--- config.mk ---
export PLATFORM = sky130hd
export DESIGN_NAME = prot_err_status
export DESIGN_NICKNAME = d
export VERILOG_FILES = /design/src/rtl/pec_pkg.sv /design/src/rtl/pec_port_capture.sv /design/src/rtl/pec_ctrl_word.sv /design/src/rtl/pec_bus_fsm.sv /design/src/rtl/prot_err_status.sv
export SDC_FILE = /design/constraint.sdc
export NUM_CORES = 1
export LEC_CHECK = 0
export ABC_AREA = 0
export ABC_CLOCK_PERIOD_IN_PS = 1850
export BUFFER_PORTS_ARGS = -buffer_cell sky130_fd_sc_hd__buf_2
export CORE_MARGIN = 2
export CORE_UTILIZATION = 43
export DETAILED_ROUTE_END_ITERATION = 7
export PLACE_DENSITY_LB_ADDON = 0.2
export REMOVE_ABC_BUFFERS = 1
export SYNTH_ARGS = -nofsm -noshare
export SYNTH_HDL_FRONTEND = slang
export SYNTH_SLANG_ARGS = --single-unit
--- constraint.sdc ---
create_clock -name clk -period 1.85 [get_ports clk]
set_input_delay 0.185 -clock clk [delete_from_list [all_inputs] [get_ports clk]]
set_output_delay 0.185 -clock clk [all_outputs]
set_load 0.01 [all_outputs]
--- src/rtl/pec_pkg.sv ---
package pec_pkg;

    typedef enum logic [0:0] {
        BUS_IDLE = 1'b0,
        BUS_RESP = 1'b1
    } bus_state_e;

    localparam int DATA_W      = 32;
    localparam int FLAG_LSB    = 24;
    localparam int FLAG_SLOTS  = 8;
    localparam int REV_LSB     = 16;
    localparam int NSP_LSB     = 12;
    localparam int NRG_LSB     = 8;
    localparam int EN_BIT      = 0;
    localparam int CAP_BASE    = 'h100;
    localparam int CAP_STRIDE  = 8;
    localparam int ATTR_OFS    = 4;
    localparam logic [3:0] REGION16_CODE = 4'd2;

endpackage

--- src/rtl/pec_port_capture.sv ---
module pec_port_capture #(
    parameter int VA_W   = 32,
    parameter int ATTR_W = 32
) (
    input  logic              clk,
    input  logic              rst_n,
    input  logic              viol,
    input  logic [VA_W-1:0]   v_addr,
    input  logic [ATTR_W-1:0] v_attr,
    input  logic              clr,
    output logic              flag,
    output logic [VA_W-1:0]   cap_addr,
    output logic [ATTR_W-1:0] cap_attr
);

    always_ff @(posedge clk or negedge rst_n) begin
        if (!rst_n) begin
            flag <= 1'b0;
        end else if (viol) begin
            flag <= 1'b1;
        end else if (clr) begin
            flag <= 1'b0;
        end
    end

    always_ff @(posedge clk or negedge rst_n) begin
        if (!rst_n) begin
            cap_addr <= '0;
            cap_attr <= '0;
        end else if (viol) begin
            cap_addr <= v_addr;
            cap_attr <= v_attr;
        end
    end

    AST_FLAG_SET_ON_VIOL: assert property (@(posedge clk) disable iff (!rst_n) viol |=> flag);
    AST_CLEAR_WHEN_QUIET: assert property (@(posedge clk) disable iff (!rst_n) (clr && !viol) |=> !flag);
    AST_SET_BEATS_CLEAR: assert property (@(posedge clk) disable iff (!rst_n) (clr && viol) |=> flag);
    AST_ADDR_CAPTURED: assert property (@(posedge clk) disable iff (!rst_n) viol |=> (cap_addr == $past(v_addr)));
    AST_ATTR_CAPTURED: assert property (@(posedge clk) disable iff (!rst_n) viol |=> (cap_attr == $past(v_attr)));
    AST_CAPTURE_HELD: assert property (@(posedge clk) disable iff (!rst_n) !viol |=> ($stable(cap_addr) && $stable(cap_attr)));

endmodule

--- src/rtl/pec_ctrl_word.sv ---
module pec_ctrl_word
    import pec_pkg::*;
#(
    parameter int NUM_PORTS = 3,
    parameter int REV       = 1
) (
    input  logic                 clk,
    input  logic                 rst_n,
    input  logic                 wr_ctrl,
    input  logic [DATA_W-1:0]    wdata,
    input  logic [NUM_PORTS-1:0] flags_in,
    output logic [NUM_PORTS-1:0] clr_vec,
    output logic                 prot_enable,
    output logic [DATA_W-1:0]    ctrl_word
);

    logic [FLAG_SLOTS-1:0] flag_byte;

    generate
        for (genvar s = 0; s < FLAG_SLOTS; s++) begin : g_slot
            if (s < NUM_PORTS) begin : g_impl
                assign flag_byte[s] = flags_in[s];
            end else begin : g_absent
                assign flag_byte[s] = 1'b0;
            end
        end
    endgenerate

    always_comb begin
        clr_vec = '0;
        if (wr_ctrl) begin
            clr_vec = wdata[FLAG_LSB +: NUM_PORTS];
        end
    end

    always_ff @(posedge clk or negedge rst_n) begin
        if (!rst_n) begin
            prot_enable <= 1'b1;
        end else if (wr_ctrl) begin
            prot_enable <= wdata[EN_BIT];
        end
    end

    always_comb begin
        ctrl_word = '0;
        ctrl_word[FLAG_LSB +: FLAG_SLOTS] = flag_byte;
        ctrl_word[REV_LSB +: 4]          = 4'(REV);
        ctrl_word[NSP_LSB +: 4]          = 4'(NUM_PORTS);
        ctrl_word[NRG_LSB +: 4]          = REGION16_CODE;
        ctrl_word[EN_BIT]                = prot_enable;
    end

    AST_ENABLE_FOLLOWS_WRITE: assert property (@(posedge clk) disable iff (!rst_n) wr_ctrl |=> (prot_enable == $past(wdata[EN_BIT])));
    AST_ENABLE_HELD: assert property (@(posedge clk) disable iff (!rst_n) !wr_ctrl |=> $stable(prot_enable));

endmodule

--- src/rtl/pec_bus_fsm.sv ---
module pec_bus_fsm
    import pec_pkg::*;
(
    input  logic              clk,
    input  logic              rst_n,
    input  logic              rd_req,
    input  logic [DATA_W-1:0] rd_mux,
    output logic              rd_valid,
    output logic [DATA_W-1:0] rd_data
);

    bus_state_e state_q, state_d;

    always_ff @(posedge clk or negedge rst_n) begin
        if (!rst_n) begin
            state_q <= BUS_IDLE;
        end else begin
            state_q <= state_d;
        end
    end

    always_comb begin
        state_d = state_q;
        unique case (state_q)
            BUS_IDLE: if (rd_req) state_d = BUS_RESP;
            BUS_RESP: if (!rd_req) state_d = BUS_IDLE;
            default:  state_d = BUS_IDLE;
        endcase
    end

    always_ff @(posedge clk or negedge rst_n) begin
        if (!rst_n) begin
            rd_data <= '0;
        end else if (rd_req) begin
            rd_data <= rd_mux;
        end
    end

    always_comb begin
        rd_valid = (state_q == BUS_RESP);
    end

    AST_RESP_AFTER_REQ: assert property (@(posedge clk) disable iff (!rst_n) rd_req |=> rd_valid);
    AST_NO_SPURIOUS_RESP: assert property (@(posedge clk) disable iff (!rst_n) !rd_req |=> !rd_valid);
    AST_RESP_DATA: assert property (@(posedge clk) disable iff (!rst_n) rd_req |=> (rd_data == $past(rd_mux)));

endmodule

--- src/rtl/prot_err_status.sv ---
module prot_err_status
    import pec_pkg::*;
#(
    parameter int NUM_PORTS = 3,
    parameter int VA_W      = 32,
    parameter int ATTR_W    = 32,
    parameter int REV       = 1,
    parameter int REG_AW    = 12
) (
    input  logic                        clk,
    input  logic                        rst_n,
    input  logic                        bus_wr_en,
    input  logic                        bus_rd_en,
    input  logic [REG_AW-1:0]           bus_addr,
    input  logic [DATA_W-1:0]           bus_wdata,
    output logic                        bus_rd_valid,
    output logic [DATA_W-1:0]           bus_rdata,
    input  logic [NUM_PORTS-1:0]        viol_valid,
    input  logic [NUM_PORTS*VA_W-1:0]   viol_addr,
    input  logic [NUM_PORTS*ATTR_W-1:0] viol_attr,
    output logic                        prot_enable
);

    logic                 wr_ctrl;
    logic [NUM_PORTS-1:0] clr_vec;
    logic [NUM_PORTS-1:0] flags;
    logic [DATA_W-1:0]    ctrl_word;
    logic [DATA_W-1:0]    rd_mux;
    logic [VA_W-1:0]      cap_addr [NUM_PORTS];
    logic [ATTR_W-1:0]    cap_attr [NUM_PORTS];

    assign wr_ctrl = bus_wr_en && (bus_addr == '0);

    pec_ctrl_word #(
        .NUM_PORTS (NUM_PORTS),
        .REV       (REV)
    ) u_ctrl (
        .clk         (clk),
        .rst_n       (rst_n),
        .wr_ctrl     (wr_ctrl),
        .wdata       (bus_wdata),
        .flags_in    (flags),
        .clr_vec     (clr_vec),
        .prot_enable (prot_enable),
        .ctrl_word   (ctrl_word)
    );

    generate
        for (genvar p = 0; p < NUM_PORTS; p++) begin : g_port
            pec_port_capture #(
                .VA_W   (VA_W),
                .ATTR_W (ATTR_W)
            ) u_cap (
                .clk      (clk),
                .rst_n    (rst_n),
                .viol     (viol_valid[p]),
                .v_addr   (viol_addr[p*VA_W +: VA_W]),
                .v_attr   (viol_attr[p*ATTR_W +: ATTR_W]),
                .clr      (clr_vec[p]),
                .flag     (flags[p]),
                .cap_addr (cap_addr[p]),
                .cap_attr (cap_attr[p])
            );
        end
    endgenerate

    always_comb begin
        rd_mux = '0;
        if (bus_addr == '0) begin
            rd_mux = ctrl_word;
        end
        for (int p = 0; p < NUM_PORTS; p++) begin
            if (bus_addr == REG_AW'(CAP_BASE + p*CAP_STRIDE)) begin
                rd_mux = DATA_W'(cap_addr[p]);
            end
            if (bus_addr == REG_AW'(CAP_BASE + p*CAP_STRIDE + ATTR_OFS)) begin
                rd_mux = DATA_W'(cap_attr[p]);
            end
        end
    end

    pec_bus_fsm u_bus (
        .clk      (clk),
        .rst_n    (rst_n),
        .rd_req   (bus_rd_en),
        .rd_mux   (rd_mux),
        .rd_valid (bus_rd_valid),
        .rd_data  (bus_rdata)
    );

    AST_RO_FIELDS_FIXED: assert property (@(posedge clk) disable iff (!rst_n) $stable(ctrl_word[23:8]));

endmodule

==> key figures <==
STA
  • Max Clock Freq: 729.5 MHz
  • Final worst slack: 479.2 ps
  • Final hold violation count: 0
  • Clock period minus worst slack: 1371 ps
  • Pins Over Slew Limit: 0
  • Worst Skew: 12.62 ps
  • RSZ-0062 raised after global routing: no
  • Slew headroom: 67.00%
  • Setup-failing EPs final: 0
  • Slew @ Worst Pin: 495.0 ps
  • Crit share post-route: 74.10%

Worst setup path
  • FF-to-FF End: u_bus.rd_data[0]
  • Setup slack, reg-to-reg: 480 ps
  • Worst r2r src: u_ctrl.prot_enable
  • Worst path required time: 2310 ps
  • Worst-path maximum fanout: 3
  • Worst setup SP type: flop
  • Arrival @ worst endpoint: 1830 ps
  • Critical path endpoint category: flop
  • R2r worst-path depth: 5
  • CP Class: flop to flop

Synthesis
  • Synthesized area: 10060 um2
  • Distinct cells, synth: 52
  • Largest family of logic cells by synthesized area: multiplexers
  • Simple-Gate Fraction of Synth Area: 4.529%
  • Async SR Flop Fraction: 100.0%
  • Synth Area in Adders: 0%
  • Mux cell area share after synthesis: 25.22%
  • Main synth FF type: dfrtp_1
  • XOR/XNOR share of the synthesized area: 0.08710%
  • Mapped Cells: 747
  • Compound-Gate Fraction of Synth Area: 10.76%
  • Number of synthesized flops with an enable pin: 0
  • Syn Area/Cell: 13.46 um2
  • Synth Warn #: 0
  • Yosys reg bits: 229
  • Sequential share of the synthesized area: 57.00%

Floorplan
  • Die Y-Extent: 156.9 um
  • Die Area: 24630 um2
  • Top Ports: 277
  • Initial Util: 44.15%
  • Die W: 156.9 um
  • Core area: 22780 um2
  • Row count: 55

GRT
  • First-pass GRT wire length: 47.35 mm
  • Initial antenna violation count: 0
  • GR Overflow Total: 0
  • GRT Total Usage: 24.93%
  • Largest net degree at the start of global routing: 66
  • Vias in the first global route: 8724

Route
  • Drt drc: 0
  • Post-Route WL: 30.57 mm
  • Final ANT Viol Nets: 0
  • 1st-iter DRT viols: 399
  • TritonRoute pass-1 iters: 4
  • Vias per inst: 5.215
  • Via count: 8036
  • Drt wl/cell: 19.84 um

Pwr
  • Pleak: 6.648 nW
  • PwrDens: 866.8 nW/um2
  • Maximum vdd ir drop: 0.0007051 V
  • Pwr Total: 12.90 mW

Clock network
  • Num Clock Sinks: 229
  • Root Driver: clkbuf_16
  • Worst-path clk slew: 60 ps
  • Max Root-Sink Buffers: 3
  • CTS tree: yes
  • Num CTS Buffers: 26
  • Post-CTS Setup Bufs: 0
  • Clock Latency Late Sink: 530 ps
  • Htree depth: 1

Run
  • Max-cap violations: 0

Hold path
  • Class of the worst hold path: input pin to asynchronous set/reset pin

Run status
  • Outcome: finished clean

Placement
  • Count of buffers from port buffering: 248
  • Place WS: -14.20 ps
  • Routability Congestion: 0.8238
  • Post-DP HPWL: 18.78 mm

Final layout
  • Nets: 1452
  • Share of cells above drive strength 1: 44.34%
  • P&R area growth vs syn: 48.00%
[per-layer routing]
layer | global-route usage [%] | vias up | share of wire [%]
met3 | 5.039 | 57 | 6.7
met2 | 41.75 | 261 | 48
met5 | 0 | - | 0
li1 | - | 3733 | -
met1 | 33.32 | 3985 | 43
met4 | 6.378 | 0 | 2.1
[synthesized netlist by cell type, types with 2 or more instances]
library cell / n / share of area, %
o311a_1: 2 / 0.20
nand4_1: 5 / 0.31
a31o_2: 2 / 0.17
nand3_1: 10 / 0.50
o22ai_1: 5 / 0.31
and2_1: 2 / 0.12
dfrtp_1: 228 / 57
nor2_1: 17 / 0.63
or2_2: 2 / 0.12
nand2_1: 17 / 0.63
a22o_1: 2 / 0.17
buf_4: 2 / 0.15
mux2_2: 195 / 22
a21oi_1: 12 / 0.60
a221oi_1: 21 / 1.8
buf_2: 13 / 0.65
o21a_1: 2 / 0.15
o211ai_1: 2 / 0.15
a32oi_1: 2 / 0.17
a211oi_1: 2 / 0.15
clkbuf_1: 37 / 1.4
buf_1: 2 / 0.075
a32o_1: 2 / 0.20
a31oi_1: 5 / 0.31
o2111ai_1: 2 / 0.17
o2bb2ai_1: 24 / 2.1
nor3_1: 2 / 0.10
or2_0: 2 / 0.12
o31ai_1: 2 / 0.15
mux2i_1: 34 / 3.4
a21o_1: 3 / 0.22
nand2b_1: 10 / 0.62
o32ai_1: 18 / 1.6
o21ai_0: 43 / 2.1
[cell families after synthesis]
| family | Yosys count |
|---|---|
| multiplexers | 229 |
| flip-flops | 229 |
| AO/OA/AOI/OAI | 151 |
| AND/OR/NAND/NOR | 81 |
| buffers and inverters | 56 |
| XOR/XNOR | 1 |
[layout by cell type, fill, tap and decap left out, types with 18 or more instances in the layout]
cell type        n
dlygate4sd3_1  197
dfrtp_1        228
o2bb2ai_1       24
o21ai_0         43
a221oi_1        21
mux2_2         195
buf_4           35
clkbuf_16       27
mux2i_1         34
o32ai_1         18
buf_2          243
[state kept, by name, summed over array words and instances, names as in the netlist]
name                   count
g_port.u_cap.cap_attr     96
g_port.u_cap.flag          3
u_ctrl.prot_enable         1
u_bus.rd_valid             1
g_port.u_cap.cap_addr     96
u_bus.rd_data             32
[critical path, stage by stage, from the launching register on]
cell and delay [ps]:
dfstp_2 530, mux2_2 170, nand4_1 120, a32o_1 230, o211ai_1 90, o311a_1 180
[per-stage QoR]
| step | setup TNS (ps) | hold WS [ps] | cells | utilization [%] | cell area [um2] |
|---|---|---|---|---|---|
| detailed placement | -51.65 | 89.89 | 1297 | 52.56 | 11970 |
| global placement | -28.66 | 90.24 | 1297 | 52.56 | 11970 |
| floorplan | -32330 | -110.6 | 692 | - | 9818 |
| CTS | 0 | 123.5 | 1540 | 65.33 | 14880 |
| global route | 0 | 143.9 | 1540 | 65.33 | 14880 |
| finish | 0 | 134.2 | 1541 | 65.34 | 14880 |
[worst max-delay path by stage]
stage          cells after the start          startpoint  slack (ps)           endpoint
2_1_floorplan                      5         bus_addr[9]       -1180  u_bus.rd_data[20]
3_3_place_gp                       8         bus_addr[9]         -30  u_bus.rd_data[10]
3_5_place_dp                       8         bus_addr[9]         -10  u_bus.rd_data[12]
4_1_cts                            1  u_ctrl.prot_enable         470        prot_enable
5_1_grt                            8         bus_addr[9]         370  u_bus.rd_data[12]
6_report                           5  u_ctrl.prot_enable         480   u_bus.rd_data[0]
[what timing repair did]
action,4_1_cts,5_1_grt
endpoints found under the setup margin,0,0
gates resized for setup,0,0
hold buffers,197,0
endpoints found under the hold margin,425,0
[report_power, final]
part | leakage [nW] | internal (mW) | switching, mW
clock | 0.466 | 3.52 | 2.08
combinational | 3.45 | 0.979 | 0.660
sequential | 2.73 | 5.45 | 0.220
total | 6.65 | 9.94 | 2.96
[cell type report]
class / count / area (um2)
clock inverter: 8 / 140.1
sequential: 229 / 5732
clock buffer: 38 / 797.0
inverter: 1 / 3.754
timing repair buffer: 489 / 3726
fill: 1689 / 7895
antenna: 1 / 2.502
tap: 313 / 391.6
multi-input combinational: 462 / 4090
(Power assumes the default switching activity.)
